$ cat src/rtl/pmul_pkg.sv
package pmul_pkg;

  localparam int BYTE_W = 8;
  localparam int COEF_W = 16;
  localparam int PROD_W = BYTE_W + COEF_W;

  typedef enum logic [2:0] {
    PM_LANEWISE = 3'd0,
    PM_BCAST_HI = 3'd1,
    PM_BCAST_LO = 3'd2,
    PM_HI_BYTE  = 3'd3,
    PM_LO_BYTE  = 3'd4,
    PM_WIDE_HI  = 3'd5,
    PM_WIDE_LO  = 3'd6,
    PM_RESERVED = 3'd7
  } pmul_mode_e;

  // Unsigned pixel times signed coefficient, middle slice with round-up.
  function automatic logic [COEF_W-1:0] scale_round(
    input logic        [BYTE_W-1:0] pix,
    input logic signed [COEF_W-1:0] coef
  );
    logic signed [PROD_W-1:0] prod;
    logic signed [PROD_W-1:0] rnd;
    prod = PROD_W'($signed({1'b0, pix})) * PROD_W'(coef);
    rnd  = prod + PROD_W'(1 << (BYTE_W - 1));
    return COEF_W'(rnd >>> BYTE_W);
  endfunction

  function automatic logic mode_is_wide(input pmul_mode_e m);
    return (m == PM_WIDE_HI) || (m == PM_WIDE_LO);
  endfunction

  function automatic logic mode_is_reserved(input pmul_mode_e m);
    return m == PM_RESERVED;
  endfunction

endpackage

$ cat src/rtl/pmul_opsel.sv
module pmul_opsel
  import pmul_pkg::*;
#(
  parameter int LANES = 4,
  parameter int PIX_W = BYTE_W,
  parameter int CF_W  = COEF_W
) (
  input  pmul_mode_e                      mode,
  input  logic [LANES*CF_W-1:0]           op_a,
  input  logic [LANES*CF_W-1:0]           op_b,
  output logic [LANES-1:0][PIX_W-1:0]     pix,
  output logic [LANES-1:0][CF_W-1:0]      coef
);

  localparam int WIDE_LANES = LANES / 2;

  for (genvar i = 0; i < LANES; i++) begin : g_lane
    localparam bit IN_WIDE = (i < WIDE_LANES);
    logic [PIX_W-1:0] packed_byte;
    logic [PIX_W-1:0] hi_byte;
    logic [PIX_W-1:0] lo_byte;
    logic [CF_W-1:0]  own_coef;

    assign packed_byte = op_a[i*PIX_W +: PIX_W];
    assign hi_byte     = op_a[i*CF_W + PIX_W +: PIX_W];
    assign lo_byte     = op_a[i*CF_W +: PIX_W];
    assign own_coef    = op_b[i*CF_W +: CF_W];

    always_comb begin
      pix[i]  = '0;
      coef[i] = '0;
      unique case (mode)
        PM_LANEWISE: begin pix[i] = packed_byte; coef[i] = own_coef;          end
        PM_BCAST_HI: begin pix[i] = packed_byte; coef[i] = op_b[CF_W +: CF_W]; end
        PM_BCAST_LO: begin pix[i] = packed_byte; coef[i] = op_b[0 +: CF_W];    end
        PM_HI_BYTE:  begin pix[i] = hi_byte;     coef[i] = own_coef;          end
        PM_LO_BYTE:  begin pix[i] = lo_byte;     coef[i] = own_coef;          end
        PM_WIDE_HI: begin
          if (IN_WIDE) begin pix[i] = hi_byte; coef[i] = own_coef; end
        end
        PM_WIDE_LO: begin
          if (IN_WIDE) begin pix[i] = lo_byte; coef[i] = own_coef; end
        end
        default: ;
      endcase
    end
  end

endmodule

$ cat src/rtl/pmul_lane.sv
module pmul_lane
  import pmul_pkg::*;
#(
  parameter int PIX_W = BYTE_W,
  parameter int CF_W  = COEF_W
) (
  input  logic [PIX_W-1:0] pix,
  input  logic [CF_W-1:0]  coef,
  output logic [CF_W-1:0]  lane_out
);

  assign lane_out = scale_round(pix, $signed(coef));

endmodule

$ cat src/rtl/pmul_place.sv
module pmul_place
  import pmul_pkg::*;
#(
  parameter int LANES      = 4,
  parameter int CF_W       = COEF_W,
  parameter int WIDE_SHIFT = 7
) (
  input  pmul_mode_e                  mode,
  input  logic [LANES-1:0][CF_W-1:0]  lanes,
  output logic [LANES*CF_W-1:0]       placed,
  output logic                        reserved
);

  localparam int OP_W       = LANES * CF_W;
  localparam int FIELD_W    = 2 * CF_W;
  localparam int WIDE_LANES = LANES / 2;

  logic [OP_W-1:0] narrow_v;
  logic [OP_W-1:0] wide_v;

  assign narrow_v = lanes;

  for (genvar i = 0; i < WIDE_LANES; i++) begin : g_wide
    assign wide_v[i*FIELD_W +: FIELD_W] = FIELD_W'(lanes[i]) << WIDE_SHIFT;
  end

  assign reserved = mode_is_reserved(mode);

  always_comb begin
    if (reserved)                 placed = '0;
    else if (mode_is_wide(mode))  placed = wide_v;
    else                          placed = narrow_v;
  end

endmodule

$ cat src/rtl/pmul8x16.sv
module pmul8x16
  import pmul_pkg::*;
#(
  parameter int LANES      = 4,
  parameter int PIX_W      = BYTE_W,
  parameter int CF_W       = COEF_W,
  parameter int WIDE_SHIFT = 7
) (
  input  logic                   clk,
  input  logic                   rst_n,
  input  logic                   in_valid,
  input  logic [2:0]             variant,
  input  logic [LANES*CF_W-1:0]  op_a,
  input  logic [LANES*CF_W-1:0]  op_b,
  output logic                   out_valid,
  output logic [LANES*CF_W-1:0]  result,
  output logic                   bad_variant
);

  localparam int OP_W = LANES * CF_W;

  pmul_mode_e                 mode;
  logic [LANES-1:0][PIX_W-1:0] pix;
  logic [LANES-1:0][CF_W-1:0]  coef;
  logic [LANES-1:0][CF_W-1:0]  lane_res;
  logic [OP_W-1:0]             next_result;
  logic                        mode_bad;
  logic                        capture;

  assign mode    = pmul_mode_e'(variant);
  assign capture = in_valid;

  pmul_opsel #(.LANES(LANES), .PIX_W(PIX_W), .CF_W(CF_W)) u_opsel (
    .mode (mode),
    .op_a (op_a),
    .op_b (op_b),
    .pix  (pix),
    .coef (coef)
  );

  for (genvar i = 0; i < LANES; i++) begin : g_mul
    pmul_lane #(.PIX_W(PIX_W), .CF_W(CF_W)) u_lane (
      .pix      (pix[i]),
      .coef     (coef[i]),
      .lane_out (lane_res[i])
    );
  end

  pmul_place #(.LANES(LANES), .CF_W(CF_W), .WIDE_SHIFT(WIDE_SHIFT)) u_place (
    .mode     (mode),
    .lanes    (lane_res),
    .placed   (next_result),
    .reserved (mode_bad)
  );

  always_ff @(posedge clk or negedge rst_n) begin
    if (!rst_n) begin
      out_valid   <= 1'b0;
      result      <= '0;
      bad_variant <= 1'b0;
    end else begin
      out_valid <= capture;
      if (capture) begin
        result      <= next_result;
        bad_variant <= mode_bad;
      end
    end
  end

endmodule

$ cat config.mk
export PLATFORM = sky130hd
export DESIGN_NAME = pmul8x16
export DESIGN_NICKNAME = d
export VERILOG_FILES = /design/src/rtl/pmul_pkg.sv /design/src/rtl/pmul_opsel.sv /design/src/rtl/pmul_lane.sv /design/src/rtl/pmul_place.sv /design/src/rtl/pmul8x16.sv
export SDC_FILE = /design/constraint.sdc
export NUM_CORES = 1
export LEC_CHECK = 0
export BUFFER_PORTS_ARGS = -buffer_cell sky130_fd_sc_hd__buf_2
export CORE_MARGIN = 3
export CORE_UTILIZATION = 45
export DETAILED_ROUTE_END_ITERATION = 10
export HOLD_SLACK_MARGIN = 0.15
export PLACE_DENSITY_LB_ADDON = 0.05
export RECOVER_POWER = 50
export SYNTH_ARGS = -nofsm -noshare
export SYNTH_HDL_FRONTEND = slang
export SYNTH_SLANG_ARGS = --single-unit
export TNS_END_PERCENT = 20
$ cat constraint.sdc
create_clock -name clk -period 1.2 [get_ports clk]
set_input_delay 0.12 -clock clk [delete_from_list [all_inputs] [get_ports clk]]
set_output_delay 0.12 -clock clk [all_outputs]
set_load 0.02 [all_outputs]
==> reports/metrics.yaml <==
status: "finished with violations"
violations: "setup timing"
critPathRequiredTime_ns: 1.48
cp_max_fo: 5
finalClockSkew_ns: 0
reg2reg_slack_ns: 0.17
cts.sinks: 66
synth_commonest_cells: "400 x fa_1, 362 x inv_1, 353 x nor2_1"
globalplace.congestion: 0.942
fin_crit_sh_pct: 466
startpoint_type: "input port"
clock_latency_ns: 0.37
finalCriticalPeriod_ns: 5.59
layout-drive-gt1-share_pct: 35.4
r2r-end: "result[45]"
dpl_worst_slack_ns: -5.06
regArea_um2: 1650
power_frac_comb_pct: 89.1
pwr-share-clk_pct: 4.6
max_stage_delay_ns: 0.56
syn_nets: 3291
setup_viol: 64
start_util_pct: 46.1
io-pin-count: 200
cts_buffers: 9
ant_nets: 0
syn_area_um2: 22200
die_area_um2: 52100
relSlewSlack_pct: 48.5
fillers: 4274
yosysMostFrequentCell: "fa_1"
dpl.hpwl_mm: 70.5
io_buffers: 199
seqPwrFrac_pct: 6.2
reg2reg_depth: 2
routed_wl_mm: 81.8
grt_pass1_wl_mm: 130
via_per_inst: 5.36
synth-seq-cells: 66
chipHeight_um: 228
cp_top_family: "adder cells"
synth_edf_count: 0
power.total_mw: 64.4
clk_pin_slew_ns: 0.08
crit_slowest_cell: "fa_1"
final_cell_count_no_fill: 4000
grt_max_degree: 67
syn-mean-instance-area_um2: 8.80
vias: 21400
antenna_found_initial: 3
hold_class: "input port to async pin"
first_iter_violations: 1467
cp_data_arrival_time_ns: 5.87
h-tree-depth: 3
ir_drop_mv: 3.74
rsz0062_at_grt: "true"
rows: 80
r2r-start: "result[45]"
p_leak_nw: 16.4
drv_slew: 0
grt_use_total_pct: 32.0
cts_root_buffer: "clkbuf_16"
clock_path_buffers: 2
drc: 0
multi_input_area_um2: 20100
synth_top_area_share_pct: 36.0
p_switching_mw: 31.6
cts_tree: "done"
path_class: "input port to register"
yosysSeqAreaShare_pct: 7.43
core_area_um2: 48200
gr-total-overflow: 0
grt_pass1_vias: 22600
final_util_pct: 64.1
drt_pre_antenna_iters: 7
max_freq_ghz: 0.179
tightestPinTransition_ns: 0.772
syn_to_final_growth_pct: 39.1
die_x_um: 228
avgRoutedWirePerCell_um: 20.4
async_flop_share_pct: 100
synthCells: 2525
ys_top_cells_by_area: "fa_1 36%, ha_1 13%, dfrtp_1 7.4%"
dp_cells: 3926
synthFlopType: "dfrtp_1"
path_buf_inv: 6
cellPowerDensity_nw_per_um2: 2080
hold_viol_final: 0
cp-end-kind: "register"
synth_cell_types: 99
fin_ws_ns: -4.39
switching_share_pct: 49.1
cap_violations: 0
nNetsFinal: 4104
cpMostUsedCell: "fa_1"
synth_warnings: 0
internal_power_mw: 32.8
yosysTopAreaCell: "fa_1"
-- per-stage QoR --
stage               hold slack (ns)  cell area (um2)  setup TNS, ns
floorplan                    -0.176            22500        -283.67
global placement              0.158            28700        -302.02
detailed placement            0.159            28700        -304.32
CTS                           0.221            30300        -263.25
global route                  0.366            30900        -275.65
finish                        0.376            30900        -264.38
-- sequential cells by signal, summed over array words and instances, names as in the netlist --
register	cells
out_valid	1
result	64
bad_variant	1
-- worst max-delay path by stage --
stage               cells after the start  startpoint          to  slack [ns]
floorplan                              27  variant[0]  result[53]       -4.73
global placement                       24  variant[0]  result[53]       -5.04
detailed placement                     24  variant[0]  result[53]       -5.06
CTS                                    23  variant[0]  result[63]       -4.36
global route                           24  variant[1]  result[63]       -4.56
finish                                 25  variant[1]  result[63]       -4.39
-- cells by family (layout without fill, tap and decap cells) --
logic type	Yosys count	in the layout	share of synthesized area, %
mux	15	15	0.726
flops	66	66	7.43
xor+xnor	80	80	3.15
fa+ha+maj	632	632	49.1
simple gates	828	828	16.9
buf+inv	462	1280	8.14
other cells	0	1	0
compound gates	442	442	14.5
-- layout by cell type (no fill, tap or decap), types with 51 or more instances in the layout --
| cell type | count |
|---|---|
| buf_4 | 638 |
| fa_1 | 396 |
| inv_1 | 354 |
| nor2_1 | 327 |
| nand2_1 | 233 |
| ha_1 | 210 |
| buf_2 | 195 |
| a21oi_1 | 109 |
| nand2b_1 | 79 |
| dfrtp_1 | 66 |
| a21o_1 | 51 |
-- worst min-delay path, stage by stage --
cell and delay, ns:
dlygate4sd3_1 0.53, clkbuf_4 0.13, buf_6 0.47
-- layer usage --
layer | wire length (um) | track usage [%]
met5 | 0 | 0
met4 | 2070 | 7.28
met3 | 4970 | 4.13
met2 | 36800 | 50.4
met1 | 38000 | 47.2
-- power groups by stage --
stage | logic, mW | registers [mW] | clock network, mW
after global routing | 63.2 | 4.09 | 3.09
final | 57.4 | 4.02 | 2.97
after CTS | 55.5 | 4.02 | 3.01
after floorplan | 27.1 | 4.94 | 0
after detailed placement | 50.7 | 4.01 | 0
after global placement | 50.0 | 4.04 | 0
-- repair_timing --
item                                   in CTS  in global routing
setup buffers                              44                 13
setup endpoints to repair                  64                 64
resized for setup                         198                 94
pin swaps                                  96                 53
hold buffers                                1                  0
endpoints found under the hold margin      66                  0
-- area by class of cell --
type | instances | share of cell area, %
timing repair buffer | 901 | 21.6
multi-input combinational | 1997 | 64.9
inverter | 363 | 4.44
sequential | 66 | 5.34
clock inverter | 7 | 0.251
antenna | 1 | 0.00810
clock buffer | 9 | 0.729
tap | 656 | 2.66
Power figures use the tool's default switching activity.
